===== config.mk =====
export PLATFORM = sky130hd
export DESIGN_NAME = trc_operand_serializer
export DESIGN_NICKNAME = d
export VERILOG_FILES = /design/src/rtl/trc_pkg.sv /design/src/rtl/trc_ctrl.sv /design/src/rtl/trc_dpath.sv /design/src/rtl/trc_operand_serializer.sv
export SDC_FILE = /design/constraint.sdc
export NUM_CORES = 1
export LEC_CHECK = 0
export BUFFER_PORTS_ARGS = -buffer_cell sky130_fd_sc_hd__buf_2
export CAP_MARGIN = 30
export CORE_MARGIN = 1.5
export CORE_UTILIZATION = 52
export DETAILED_ROUTE_END_ITERATION = 7
export PLACE_DENSITY_LB_ADDON = 0.25
export SYNTH_ARGS = -nofsm -noshare
export SYNTH_HDL_FRONTEND = slang
export SYNTH_SLANG_ARGS = --single-unit

===== constraint.sdc =====
create_clock -name clk -period 1.9 [get_ports clk]
set_clock_uncertainty 0.05 [all_clocks]
set_input_delay 0.285 -clock clk [delete_from_list [all_inputs] [get_ports clk]]
set_output_delay 0.285 -clock clk [all_outputs]
set_load 0.1 [all_outputs]

===== src/rtl/trc_pkg.sv =====
package trc_pkg;
  // strobes from the control half to the datapath half
  typedef struct packed {
    logic flush;     // discard engine contents
    logic loadHold;  // start a transfer from the holding register
    logic loadIn;    // start a transfer straight from the inputs
    logic holdWr;    // capture the inputs into the holding register
  } ctlStrobe_t;

  typedef enum logic [1:0] {
    MODE_NONE  = 2'b00,
    MODE_WRITE = 2'b01,
    MODE_READ  = 2'b10,
    MODE_BOTH  = 2'b11
  } capMode_e;
endpackage


===== src/rtl/trc_ctrl.sv =====
module trc_ctrl
  import trc_pkg::*;
(
  input  logic       clk,
  input  logic       rst_n,
  input  logic [1:0] capMode,
  input  logic       traceOff,
  input  logic       opValid,
  input  logic       opIsWrite,
  input  logic [1:0] opSize,
  input  logic       engActive,
  input  logic       engLast,
  output ctlStrobe_t strb,
  output logic       holdFull,
  output logic       ovfFlag
);
  logic modeOk;
  logic accept;
  logic engFree;
  logic dropNow;

  always_comb begin
    unique case (capMode_e'(capMode))
      MODE_NONE:  modeOk = 1'b0;
      MODE_WRITE: modeOk = opIsWrite;
      MODE_READ:  modeOk = !opIsWrite;
      MODE_BOTH:  modeOk = 1'b1;
      default:    modeOk = 1'b0;
    endcase
  end

  assign accept  = opValid && (opSize != 2'd0) && modeOk && !traceOff;
  assign engFree = !engActive || engLast;

  always_comb begin
    strb          = '0;
    strb.flush    = traceOff;
    strb.loadHold = !traceOff && engFree && holdFull;
    strb.loadIn   = engFree && !holdFull && accept;
    strb.holdWr   = accept && !strb.loadIn && (!holdFull || strb.loadHold);
  end

  assign dropNow = accept && holdFull && !strb.loadHold;

  always_ff @(posedge clk) begin
    if (!rst_n) begin
      holdFull <= 1'b0;
      ovfFlag  <= 1'b0;
    end else begin
      if (traceOff)           holdFull <= 1'b0;
      else if (strb.holdWr)   holdFull <= 1'b1;
      else if (strb.loadHold) holdFull <= 1'b0;
      if (dropNow) ovfFlag <= 1'b1;
    end
  end
endmodule


===== src/rtl/trc_dpath.sv =====
module trc_dpath
  import trc_pkg::*;
#(
  parameter int DATA_W = 32,
  parameter int NIB_W  = 4
) (
  input  logic              clk,
  input  logic              rst_n,
  input  ctlStrobe_t        strb,
  input  logic [1:0]        opSize,
  input  logic [DATA_W-1:0] opData,
  output logic              engActive,
  output logic              engLast,
  output logic [NIB_W-1:0]  curNib
);
  localparam int NIBS_MAX = DATA_W / NIB_W;
  localparam int CNT_W    = $clog2(NIBS_MAX + 1);

  logic [DATA_W-1:0] holdData;
  logic [1:0]        holdSize;
  logic [DATA_W-1:0] shReg;
  logic [CNT_W-1:0]  remain;
  logic [DATA_W-1:0] selData;
  logic [1:0]        selSize;

  function automatic logic [CNT_W-1:0] nibsFor(input logic [1:0] sz);
    int bits;
    bits = (sz == 2'd0) ? 0 : (8 << (int'(sz) - 1));
    return CNT_W'(bits / NIB_W);
  endfunction

  assign selData = strb.loadHold ? holdData : opData;
  assign selSize = strb.loadHold ? holdSize : opSize;
  assign engLast = engActive && (remain == '0);

  always_ff @(posedge clk) begin
    if (!rst_n) begin
      holdData  <= '0;
      holdSize  <= '0;
      shReg     <= '0;
      remain    <= '0;
      curNib    <= '0;
      engActive <= 1'b0;
    end else begin
      if (strb.holdWr) begin
        holdData <= opData;
        holdSize <= opSize;
      end
      if (strb.flush) begin
        engActive <= 1'b0;
        remain    <= '0;
      end else if (strb.loadHold || strb.loadIn) begin
        engActive <= 1'b1;
        curNib    <= NIB_W'(selSize);
        shReg     <= selData;
        remain    <= nibsFor(selSize);
      end else if (engActive) begin
        if (remain == '0) begin
          engActive <= 1'b0;
        end else begin
          curNib <= shReg[NIB_W-1:0];
          shReg  <= shReg >> NIB_W;
          remain <= remain - 1'b1;
        end
      end
    end
  end
endmodule


===== src/rtl/trc_operand_serializer.sv =====
module trc_operand_serializer
  import trc_pkg::*;
#(
  parameter int DATA_W = 32,
  parameter int NIB_W  = 4
) (
  input  logic              clk,
  input  logic              rst_n,
  input  logic [1:0]        capMode,
  input  logic              traceOff,
  input  logic              opValid,
  input  logic              opIsWrite,
  input  logic [1:0]        opSize,
  input  logic [DATA_W-1:0] opData,
  output logic [NIB_W-1:0]  trcNibble,
  output logic              trcValid,
  output logic              busy,
  output logic              overflow
);
  ctlStrobe_t       strb;
  logic             engActive;
  logic             engLast;
  logic             holdFull;
  logic             ovfFlag;
  logic [NIB_W-1:0] curNib;

  trc_ctrl u_ctrl (
    .clk(clk), .rst_n(rst_n), .capMode(capMode), .traceOff(traceOff),
    .opValid(opValid), .opIsWrite(opIsWrite), .opSize(opSize),
    .engActive(engActive), .engLast(engLast), .strb(strb),
    .holdFull(holdFull), .ovfFlag(ovfFlag)
  );

  trc_dpath #(.DATA_W(DATA_W), .NIB_W(NIB_W)) u_dpath (
    .clk(clk), .rst_n(rst_n), .strb(strb), .opSize(opSize), .opData(opData),
    .engActive(engActive), .engLast(engLast), .curNib(curNib)
  );

  assign trcValid  = engActive && !traceOff;
  assign trcNibble = trcValid ? curNib : '0;
  assign busy      = (engActive || holdFull) && !traceOff;
  assign overflow  = ovfFlag && !traceOff;
endmodule


==> Flow_metrics.wiki, run 1 <==
{| class="wikitable"
! Metric !! Value
|-
| Number of global-route vias before repair || 3,075
|-
| Fraction of layout instances using a drive strength above 1 || 0.211
|-
| Setup TNS Final || 0 ns
|-
| Remaining antenna violation count after routing || 0
|-
| Final estimated routing congestion in global placement || 0.933
|-
| Vias per inst || 5.68
|-
| Number of max-slew violations in the final report || 0
|-
| Core Box Area || 7180 sq um
|-
| Number of hold violations in the final report || 0
|-
| Global-route wire length before repair || 14.2 mm
|-
| Relative contribution of the clock network to total power || 0.389
|-
| Post-DR wirelength/cell || 15.4 microns
|-
| Filler instances || 628
|-
| Post-route DRC violation count || 0
|-
| Hold Worst Slack || 0.136 ns
|-
| DIE WIDTH || 88.9 microns
|-
| Final Setup Violations || 0
|-
| Layout Cell Area excl Fill || 4590 sq um
|-
| Commonest cells after routing, fill and taps aside || 101 x sky130_fd_sc_hd__nand2_1, 75 x sky130_fd_sc_hd__dfxtp_1, 41 x sky130_fd_sc_hd__buf_2, 40 x sky130_fd_sc_hd__mux2i_1, 31 x sky130_fd_sc_hd__nand2b_1
|-
| Launching element type of the critical path || register
|-
| Number of antenna violations at the first check in global routing || 0
|-
| Main flop type after synthesis || sky130_fd_sc_hd__dfxtp_1
|-
| Post-layout min period || 1.86 ns
|-
| Reg clk slew, reported paths || 0.08 ns
|-
| Count of flip-flops with a built-in enable after synthesis || 0
|-
| Number of top-level design ports || 48
|-
| Sequential-to-total area share from yosys stat || 0.402
|-
| All-layer global routing usage || 0.233
|-
| Hold WC Path Type || input port to register
|-
| Data arrival time of the critical path || 2.04 ns
|-
| HPWL after detailed placement || 5.87 mm
|-
| Max-cap violations || 0
|-
| Crit path setup slack, layout || 0.0398 ns
|-
| Longest Clk Path Bufs || 2
|-
| Share of total power in sequential cells || 0.521
|-
| 1st-iter DRT viols || 277
|-
| Starting utilization of the core area || 0.534
|-
| # H-tree levels || 3
|-
| Syn_nets || 494
|-
| Clock tree sinks || 77
|-
| Max IR drop VDD || 0.514 mV
|-
| Fin crit share || 0.979
|-
| Overall die area || 7890 sq um
|-
| Net Sw Frac || 0.249
|-
| Leakage dissipation || 0.00162 uW
|-
| Area of combinational cells with multiple inputs || 2130 sq um
|-
| Proportion of synthesized flip-flops having asynchronous set or reset || 0
|-
| Maximum clock frequency || 0.538 GHz
|-
| Power consumption || 3210 uW
|-
| Cell area reported after detailed placement || 4290 sq um
|-
| Total CTS buffers || 9
|-
| Area of the mapped netlist || 3830 sq um
|-
| Placement-stage worst setup slack || -0.0209 ns
|-
| Highest net fanout along the worst path || 8
|-
| Count of nets after finishing || 531
|-
| Critical Path End Type || register
|-
| Worst slew slack as a fraction of its limit || 0.662
|-
| Cell-internal power || 2410 uW
|-
| Per-instance average area after synthesis || 8.48 sq um
|-
| Vias post-DR || 3,362
|-
| Number of unique standard cell types used by synthesis || 47
|-
| Gate Count Post-Synth || 452
|-
| Syn-to-layout area delta || 19.8%
|-
| Overall die height || 88.9 microns
|-
| Required time of the worst setup path || 2.08 ns
|-
| Diode count || 0
|-
| Number of storage elements in the synthesis netlist || 77
|-
| Worst skew pair latency || 0.35 ns
|-
| Number of detailed-routing iterations run before antenna repair || 4
|-
| Sequential cell area in the final layout || 1540 sq um
|-
| Outcome || complete, no violations
|-
| Comb pwr share || 0.090
|-
| I/O Buffers || 47
|-
| Yosys synthesis warning count || 0
|-
| Overflow left after global routing || 0
|-
| Classification of the worst setup path || register to register
|-
| Clock tree from TritonCTS || built
|-
| CTS root buffer || sky130_fd_sc_hd__clkbuf_8
|-
| P per Cell Area || 700 nW/um^2
|-
| Net load switching power || 800 uW
|-
| Pin count of the biggest net entering global routing || 102
|-
| WL final || 9.10 mm
|-
| Standard-cell rows || 31
|-
| Slew at the pin closest to its max-slew limit || 0.504 ns
|-
| Most common cell after layout, fill and taps aside || sky130_fd_sc_hd__nand2_1
|}
Yosys cell counts (2+ instances only):
| library cell | count | area share |
|---|---|---|
| sky130_fd_sc_hd__nand2b_1 | 31 | 0.051 |
| sky130_fd_sc_hd__xnor2_1 | 2 | 0.0046 |
| sky130_fd_sc_hd__o21bai_1 | 2 | 0.0039 |
| sky130_fd_sc_hd__mux2i_1 | 40 | 0.10 |
| sky130_fd_sc_hd__dfxtp_1 | 77 | 0.40 |
| sky130_fd_sc_hd__o21ai_0 | 14 | 0.018 |
| sky130_fd_sc_hd__a22oi_1 | 3 | 0.0059 |
| sky130_fd_sc_hd__a221oi_1 | 2 | 0.0046 |
| sky130_fd_sc_hd__a31oi_1 | 30 | 0.049 |
| sky130_fd_sc_hd__nand2_1 | 102 | 0.10 |
| sky130_fd_sc_hd__nor2_1 | 4 | 0.0039 |
| sky130_fd_sc_hd__nor2b_1 | 4 | 0.0065 |
| sky130_fd_sc_hd__buf_8 | 3 | 0.012 |
| sky130_fd_sc_hd__inv_1 | 6 | 0.0059 |
| sky130_fd_sc_hd__nor3_1 | 7 | 0.0091 |
| sky130_fd_sc_hd__o311ai_1 | 27 | 0.062 |
| sky130_fd_sc_hd__a21oi_1 | 4 | 0.0052 |
| sky130_fd_sc_hd__o21ai_1 | 22 | 0.029 |
| sky130_fd_sc_hd__clkbuf_1 | 19 | 0.019 |
| sky130_fd_sc_hd__nand3_1 | 6 | 0.0078 |
| sky130_fd_sc_hd__buf_2 | 17 | 0.022 |
| sky130_fd_sc_hd__and2_1 | 5 | 0.0082 |
worst paths after layout:
kind,depth (start not counted),slack [ns],startpoint,end
setup reg to reg,8,0.04,u_dpath.remain[0],u_dpath.holdData[20]
setup / recovery,8,0.04,u_dpath.remain[0],u_dpath.holdData[20]
hold reg to reg,2,0.40,u_dpath.holdData[20],u_dpath.holdData[20]
hold / removal,3,0.14,opData[16],u_dpath.holdData[16]
critical path: stages, from the launching register on:
cell                        delay, ns
sky130_fd_sc_hd__dfxtp_2         0.34
sky130_fd_sc_hd__inv_1           0.07
sky130_fd_sc_hd__ha_2            0.22
sky130_fd_sc_hd__or3b_4          0.42
sky130_fd_sc_hd__nand3_1         0.15
sky130_fd_sc_hd__a21oi_4         0.08
sky130_fd_sc_hd__buf_12          0.15
sky130_fd_sc_hd__clkbuf_16       0.16
sky130_fd_sc_hd__mux2i_1         0.11
what timing repair did:
action | CTS | global route
gates cloned | 0 | 2
buffers inserted | 0 | 2
pin swaps | 0 | 2
hold buffers | 0 | 0
resized for setup | 1 | 10
setup endpoints to repair | 1 | 70
flip-flops by register name (all words and copies together), names as in the netlist:
name,cells
u_ctrl.holdFull,1
u_ctrl.ovfFlag,1
u_dpath.curNib,4
u_dpath.engActive,1
u_dpath.holdData,32
u_dpath.holdSize,2
u_dpath.remain,4
u_dpath.shReg,32
through the flow:
stage           util  cells
2_1_floorplan      -    452
3_3_place_gp   0.598    573
3_5_place_dp   0.598    573
4_1_cts        0.626    588
5_1_grt        0.640    592
6_report       0.640    592
final cells by class:
cell class | instances | share of cell area
clock buffers | 10 | 0.0300
clock inverters | 5 | 0.0131
inverters | 7 | 0.00573
multi-input cells | 330 | 0.464
flip-flops and latches | 77 | 0.336
well taps | 99 | 0.0270
repair buffers | 64 | 0.124
per-layer routing:
layer / wire length [microns] / track usage
met2: 4530 / 0.395
met4: 125 / 0.0852
met3: 280 / 0.0308
met5: 0 / 0
met1: 4160 / 0.302
kinds of logic (layout without fill, tap and decap cells):
group | after synthesis | count (layout) | share of synthesized area
compound gates | 116 | 116 | 0.211
xor+xnor | 3 | 3 | 0.00686
fa+ha+maj | 1 | 1 | 0.00326
buf+inv | 46 | 86 | 0.0594
flops | 77 | 77 | 0.402
mux | 41 | 41 | 0.108
simple gates | 168 | 169 | 0.209
power by group through the flow:
stage | clock, uW | sequential [uW] | combinational [uW]
after floorplan | 0 | 1700 | 173
after global placement | 0 | 1710 | 271
after global routing | 1350 | 1680 | 318
after CTS | 1270 | 1670 | 279
final | 1250 | 1670 | 288
after detailed placement | 0 | 1710 | 278
Power figures use the tool's default switching activity.
==> inputs of run 2 (changes only) <==
- CORE_MARGIN: 1.5 -> not set
- REMOVE_ABC_BUFFERS: not set -> 1
- SKIP_LAST_GASP: not set -> 1
==> run 2 against run 1 <==
The flow now finishes with violations (negative setup slack). Sequential cell count unchanged. Highest routed layer unchanged. Hold slack better by 0.0042 ns. Total power is 2.2% lower. First-iteration DRC count is 44% lower.
==> Flow_metrics.wiki, run 2 (synthesis results as in run 1) <==
{| class="wikitable"
! Metric !! Value
|-
| Commonest cells after routing, fill and taps aside || 101 x sky130_fd_sc_hd__nand2_1, 76 x sky130_fd_sc_hd__dfxtp_1, 41 x sky130_fd_sc_hd__buf_2, 40 x sky130_fd_sc_hd__mux2i_1, 31 x sky130_fd_sc_hd__nand2b_1
|-
| Remaining antenna violation count after routing || 0 (unchanged)
|-
| WL final || 9.00 mm (-1.1%)
|-
| Pin count of the biggest net entering global routing || 52 (-49%)
|-
| Count of nets after finishing || 533 (+0.38%)
|-
| Standard-cell rows || 30 (-3.2%)
|-
| Maximum clock frequency || 0.523 GHz (-2.7%)
|-
| Unrepaired setup endpoints after global routing || true
|-
| Leakage dissipation || 0.00162 uW (+0.46%)
|-
| Number of detailed-routing iterations run before antenna repair || 6 (+2)
|-
| Clock tree sinks || 77 (unchanged)
|-
| HPWL after detailed placement || 5.97 mm (+1.7%)
|-
| Highest net fanout along the worst path || 12 (+4)
|-
| Outcome || finished, violations left
|-
| Detailed-route wire length on metal 1 || 3.94 mm (-5.3%)
|-
| CTS root buffer || sky130_fd_sc_hd__clkbuf_8
|-
| Max IR drop VDD || 0.452 mV (-12%)
|-
| Maximum cell stage delay along the critical path || 0.38 ns (-0.04 ns)
|-
| Post-DR wirelength/cell || 15.2 microns (-0.91%)
|-
| Global-route wire length before repair || 14.5 mm (+1.9%)
|-
| Cell breakdown of the critical path || inv_1, ha_2, or3b_4, nand3_1, a21oi_4, buf_12, clkbuf_16, mux2i_1
|-
| Syn-to-layout area delta || 19.4%
|-
| Violations in the final reports || negative setup slack
|-
| Number of hold violations in the final report || 0 (unchanged)
|-
| Overflow left after global routing || 0 (unchanged)
|-
| Reg clk slew, reported paths || 0.08 ns (about the same)
|-
| Worst Hold Path Cells || 3 (unchanged)
|-
| Reg2reg start || u_dpath.remain[0]
|-
| Most common cell after layout, fill and taps aside || sky130_fd_sc_hd__nand2_1
|-
| Worst-path cell with the longest stage delay || sky130_fd_sc_hd__dfxtp_1
|-
| CTS Hold Bufs || 0 (unchanged)
|-
| Top flop regs || u_dpath.holdData x32, u_dpath.shReg x32
|-
| Total CTS buffers || 9 (unchanged)
|-
| Critical Path End Type || register
|-
| Worst R2R Path Depth || 8 (unchanged)
|-
| Post-layout min period || 1.91 ns (+0.0508 ns)
|-
| Vias per inst || 5.75 (+1.3%)
|-
| Wire length on met2 || 4.57 mm (+0.75%)
|-
| Worst skew pair latency || 0.34 ns (about the same)
|-
| Core Box Area || 6940 sq um (-3.2%)
|-
| Top Layer Used || met4
|-
| P per Cell Area || 687 nW/um^2 (-2.0%)
|-
| Launching element type of the critical path || register
|-
| Amount of wire on met3 after detailed routing || 394 microns (+41%)
|-
| # H-tree levels || 3 (unchanged)
|-
| DIE WIDTH || 87.9 microns (-1.1%)
|-
| Clock tree from TritonCTS || built
|-
| Overall die height || 87.9 microns (-1.1%)
|-
| Data arrival time of the critical path || 2.13 ns (+0.09 ns)
|-
| Critical hold path startpoint || opData[2]
|-
| Longest Clk Path Bufs || 2 (unchanged)
|-
| Final Setup Violations || 3 (+3)
|-
| Fin crit share || 1.01 (+0.0267)
|-
| Vias post-DR || 3,400 (+1.1%)
|-
| Diode count || 0 (unchanged)
|-
| Overall die area || 7720 sq um (-2.2%)
|-
| Starting utilization of the core area || 0.552 (+0.0178)
|-
| Post-route DRC violation count || 0 (unchanged)
|-
| Final estimated routing congestion in global placement || 0.851 (-8.7%)
|-
| Filler instances || 581 (-7.5%)
|-
| Fraction of layout instances using a drive strength above 1 || 0.198 (-0.0130)
|-
| Slew at the pin closest to its max-slew limit || 0.484 ns (-0.0206 ns)
|-
| Classification of the worst setup path || register to register
|-
| Number of antenna violations at the first check in global routing || 0 (unchanged)
|-
| Required time of the worst setup path || 2.12 ns (+0.04 ns)
|-
| Setup TNS Final || -0.0156 ns (-0.0156 ns)
|-
| Power consumption || 3140 uW (-2.2%)
|-
| Crit path setup slack, layout || -0.0109 ns (-0.0508 ns)
|-
| Terminus of the critical flop-to-flop path || u_dpath.holdData[5]
|-
| Worst Hold End || u_dpath.holdData[2]
|-
| Worst slew slack as a fraction of its limit || 0.680 (+0.0175)
|-
| Number of max-slew violations in the final report || 0 (unchanged)
|-
| Layout Cell Area excl Fill || 4580 sq um (-0.27%)
|-
| Crit path buffers/inverters || 3 (unchanged)
|-
| Max-cap violations || 0 (unchanged)
|-
| Number of top-level design ports || 48 (unchanged)
|-
| I/O Buffers || 47 (unchanged)
|-
| Cell area reported after detailed placement || 4300 sq um (+0.15%)
|-
| 1st-iter DRT viols || 155 (-44%)
|-
| Hold WC Path Type || input port to register
|-
| All-layer global routing usage || 0.242 (+0.00970)
|-
| Reg2reg setup slack || -0.01 ns (-0.05 ns)
|-
| Number of global-route vias before repair || 3,159 (+2.7%)
|-
| CP delay by family, top || simple AND/OR/NAND/NOR gates
|}
==> run 2: cell types whose count changed in the layout (fill, tap and decap cells not counted), sizes merged <==
cell | previous run | this run
inv | 8 | 7
clkinv | 2 | 3
buf | 62 | 65
nor2 | 5 | 4
==> run 2: worst max-delay path by stage <==
| stage | startpoint | to | slack [ns] | depth (start not counted) |
|---|---|---|---|---|
| 6_report | u_dpath.remain[0] | u_dpath.holdData[5] | -0.01 | 8 |
| 4_1_cts | u_dpath.remain[0] | u_dpath.holdData[13] | 0.02 | 7 |
| 5_1_grt | u_dpath.remain[0] | u_dpath.holdData[7] | -0.03 | 8 |
| 3_5_place_dp | u_dpath.remain[0] | u_dpath.holdData[13] | 0.04 | 7 |
| 2_1_floorplan | u_dpath.engActive | trcNibble[0] | -1.17 | 3 |
| 3_3_place_gp | u_dpath.remain[0] | u_dpath.curNib[1] | 0.12 | 7 |
==> run 2: where the power goes <==
part | switching (uW) | internal, uW | leakage (uW)
Clock | 587 | 594 | 0.0000919
Sequential | 22.0 | 1650 | 0.000624
Combinational | 163 | 125 | 0.000907
Total | 772 | 2370 | 0.00162
==> run 2: area by class of cell <==
cell class,instances,area (sq um),share of cell area
clock buffer,10,128,0.0279
clock inverter,5,52.6,0.0115
inverter,7,26.3,0.00574
multi-input combinational,329,2100,0.459
sequential,77,1540,0.337
tap,96,120,0.0262
timing repair buffer,67,606,0.132
==> run 2: repair_timing <==
item / CTS / global route
setup endpoints to repair: 0 / 73
gates resized for setup: 0 / 7
buffers inserted: 0 / 1
==> run 2: through the flow <==
step / hold slack [ns] / worst slack (ns) / util / std cells
final: 0.140 / -0.0109 / 0.659 / 591
after global routing: 0.135 / -0.0338 / 0.659 / 591
after CTS: 0.126 / 0.0212 / 0.645 / 588
after detailed placement: 0.396 / 0.0369 / 0.619 / 573
after global placement: 0.387 / 0.116 / 0.619 / 573
after floorplan: 0.353 / -1.17 / - / 413
==> run 2: worst min-delay path, delay by kind of cell <==
family / cells / cell delay [ns]
buf+inv: 1 / 0.10
simple gates: 1 / 0.05
mux: 1 / 0.05
==> run 2: metal layers <==
layer  up-vias  track usage
li1       1697            -
met1      1599        0.297
met2        96        0.424
met3         8       0.0481
met4         0       0.0820
met5         -            0
==> inputs of run 3 (changes only) <==
- ABC_AREA: not set -> 1
==> run 3 against run 2 <==
First-iteration DRC count rose by 100%. Sequential share of layout area decreased by 0.34 points. Wire length grew 3.3%. The run now ends clean. Sequential cell count unchanged. Critical path depth is 5 lower. Clock power up 8%. Critical endpoint is now busy.
==> Flow_metrics.wiki, run 3 <==
{| class="wikitable"
! Metric !! Value
|-
| Fin crit share || 0.948 (-0.0576)
|-
| Slew at the pin closest to its max-slew limit || 0.599 ns (+0.115 ns)
|-
| Syn-to-layout area delta || 20.4%
|-
| Sequential cell area in the final layout || 1550 sq um (+0.24%)
|-
| GRT busiest layer || met2
|-
| Number of unique standard cell types used by synthesis || 25 (-47%)
|-
| Sequential-to-total area share from yosys stat || 0.400 (-0.00183)
|-
| Overflow left after global routing || 0 (unchanged)
|-
| Yosys synthesis warning count || 0 (unchanged)
|-
| Final estimated routing congestion in global placement || 0.769 (-9.7%)
|-
| Clock tree sinks || 77 (unchanged)
|-
| Post-DR wirelength/cell || 12.8 microns (-16%)
|-
| Commonest cells after routing, fill and taps aside || 127 x sky130_fd_sc_hd__nand2_1, 75 x sky130_fd_sc_hd__dfxtp_1, 73 x sky130_fd_sc_hd__o21ai_0, 72 x sky130_fd_sc_hd__nor2_1, 56 x sky130_fd_sc_hd__inv_1
|-
| Starting utilization of the core area || 0.534 (-0.0182)
|-
| Worst slew slack as a fraction of its limit || 0.601 (-0.0786)
|-
| Core utilization of the finished layout || 0.642 (-0.0167)
|-
| Count of nets after finishing || 665 (+25%)
|-
| Number of storage elements in the synthesis netlist || 77 (unchanged)
|-
| Total CTS buffers || 9 (unchanged)
|-
| Number of top-level design ports || 48 (unchanged)
|-
| Yosys top cell by area || sky130_fd_sc_hd__dfxtp_1
|-
| Area of combinational cells with multiple inputs || 1920 sq um (-8.7%)
|-
| 1st-iter DRT viols || 315 (+100%)
|-
| Top flop regs || u_dpath.holdData x32, u_dpath.shReg x32
|-
| Fraction of layout instances using a drive strength above 1 || 0.172 (-0.0260)
|-
| Critical Path End Type || output port
|-
| Vias per inst || 5.25 (-8.8%)
|-
| Max-cap violations || 0 (unchanged)
|-
| Share of the synthesized area in the top cell type || 0.400 (-0.00183)
|-
| Filler instances || 657 (+13%)
|-
| Placement-stage worst setup slack || -0.00385 ns (-0.0407 ns)
|-
| Library cell with the highest instance count after synthesis || sky130_fd_sc_hd__nand2_1
|-
| P per Cell Area || 692 nW/um^2 (+0.78%)
|-
| Classification of the worst setup path || register to output port
|-
| Standard-cell rows || 31 (+3.3%)
|-
| Crit path setup slack, layout || 0.0985 ns (+0.109 ns)
|-
| Number of antenna violations at the first check in global routing || 0 (unchanged)
|-
| Clock tree from TritonCTS || built
|-
| Overall die area || 7750 sq um (+0.44%)
|-
| Met3 track utilization from global routing || 0.0368 (-0.0113)
|-
| I/O Buffers || 47 (unchanged)
|-
| Number of hold violations in the final report || 0 (unchanged)
|-
| Gate Count Post-Synth || 582 (+29%)
|-
| Vias post-DR || 3,815 (+12%)
|-
| Reg2reg setup slack || 0.11 ns (+0.12 ns)
|-
| Reg clk slew, reported paths || 0.08 ns (about the same)
|-
| Maximum clock frequency || 0.555 GHz (+6.1%)
|-
| Number of detailed-routing iterations run before antenna repair || 5 (-1)
|-
| DIE WIDTH || 88.0 microns (+0.22%)
|-
| Most common cell after layout, fill and taps aside || sky130_fd_sc_hd__nand2_1
|-
| Required time of the worst setup path || 1.56 ns (-0.56 ns)
|-
| Area of the mapped netlist || 3850 sq um (+0.46%)
|-
| Outcome || complete, no violations
|-
| List of most frequent post-synthesis cells || 129 x sky130_fd_sc_hd__nand2_1, 77 x sky130_fd_sc_hd__dfxtp_1, 74 x sky130_fd_sc_hd__o21ai_0
|-
| Per-instance average area after synthesis || 6.62 sq um (-22%)
|-
| Highest net fanout along the worst path || 6 (-6)
|-
| Core Box Area || 7210 sq um (+3.9%)
|-
| All-layer global routing usage || 0.235 (-0.00763)
|-
| Biggest area contributors in the synthesized netlist || sky130_fd_sc_hd__dfxtp_1 40%, sky130_fd_sc_hd__nand2_1 13%, sky130_fd_sc_hd__o21ai_0 9.6%
|-
| Pin count of the biggest net entering global routing || 69 (+33%)
|-
| CTS Hold Bufs || 0 (unchanged)
|-
| Unrepaired setup endpoints after global routing || false
|-
| Number of global-route vias before repair || 3,393 (+7.4%)
|-
| Max IR drop VDD || 0.394 mV (-13%)
|-
| Met1 Track Usage GR || 0.288 (-0.00915)
|-
| HPWL after detailed placement || 5.43 mm (-8.9%)
|-
| Leakage dissipation || 0.00211 uW (+30%)
|-
| Hold WC Path Type || input port to register
|-
| Worst skew pair latency || 0.35 ns (about the same)
|-
| WL final || 9.30 mm (+3.3%)
|-
| Data arrival time of the critical path || 1.47 ns (-0.66 ns)
|-
| Remaining antenna violation count after routing || 0 (unchanged)
|-
| Launching element type of the critical path || register
|-
| Longest Clk Path Bufs || 2 (unchanged)
|-
| Count of flip-flops with a built-in enable after synthesis || 0 (unchanged)
|-
| # H-tree levels || 3 (unchanged)
|-
| Final Setup Violations || 0 (-3)
|-
| Number of max-slew violations in the final report || 0 (unchanged)
|-
| CTS root buffer || sky130_fd_sc_hd__clkbuf_8
|-
| Proportion of synthesized flip-flops having asynchronous set or reset || 0 (unchanged)
|-
| Diode count || 0 (unchanged)
|-
| Main flop type after synthesis || sky130_fd_sc_hd__dfxtp_1
|-
| Global routing met2 resource utilization || 0.400 (-0.0240)
|-
| Post-layout min period || 1.80 ns (-0.109 ns)
|-
| Post-route DRC violation count || 0 (unchanged)
|-
| Overall die height || 88.0 microns (+0.22%)
|-
| Global-route wire length before repair || 14.4 mm (-1.1%)
|}
==> run 3: where the power goes <==
| part | total (uW) | internal, uW | leakage, uW | switching, uW |
|---|---|---|---|---|
| Clock | 1280 | 646 | 0.0000959 | 632 |
| Sequential | 1650 | 1640 | 0.000623 | 13.4 |
| Combinational | 279 | 111 | 0.00139 | 169 |
| Total | 3210 | 2390 | 0.00211 | 814 |
==> run 3: cells by family (layout without fill, tap and decap cells) <==
family	Yosys count	after routing	share of synthesized area
fa+ha+maj	1	1	0.00325
buf+inv	100	145	0.119
xor+xnor	1	1	0.00228
compound gates	142	142	0.193
flops	77	77	0.400
simple gates	261	262	0.282
==> run 3: worst paths after layout <==
path	startpoint	to	cells past startpoint
hold / removal	opData[9]	u_dpath.holdData[9]	3
setup reg to reg	u_dpath.remain[1]	u_dpath.shReg[11]	13
hold reg to reg	u_dpath.holdData[28]	u_dpath.holdData[28]	2
setup / recovery	u_ctrl.holdFull	busy	3
==> run 3: metrics by stage <==
step	setup TNS (ns)	hold slack [ns]	cells	power, uW	cell area (sq um)
after detailed placement	-0.00385	0.393	700	1960	4180
after global placement	0	0.384	700	1950	4180
final	0	0.156	727	3210	4630
after floorplan	-88.91	0.369	543	1840	3620
after global routing	0	0.168	727	3330	4630
after CTS	0	0.154	716	3210	4390
==> run 3: cell type report <==
cell class / count / area share
multi-input combinational: 406 / 0.414
clock inverter: 5 / 0.0127
sequential: 77 / 0.334
timing repair buffer: 68 / 0.132
inverter: 61 / 0.0499
clock buffer: 11 / 0.0305
tap: 99 / 0.0267
==> run 3: critical path: stages (launching register included) <==
cell and delay [ns]:
sky130_fd_sc_hd__dfxtp_1 0.39, sky130_fd_sc_hd__inv_2 0.13, sky130_fd_sc_hd__a21oi_1 0.15, sky130_fd_sc_hd__buf_2 0.44
==> run 3: layer usage <==
layer | vias up | wire length (microns) | part of all wire
met5 | - | 0 | 0
met4 | 0 | 193 | 0.021
met3 | 20 | 528 | 0.057
met2 | 138 | 4450 | 0.48
li1 | 1943 | - | -
met1 | 1714 | 4120 | 0.44
==> run 3: repair_timing <==
item	4_1_cts	5_1_grt
cloned	0	5
gates resized for setup	2	17
setup endpoints to repair	6	74
pin swaps	0	4
setup buffers	0	6
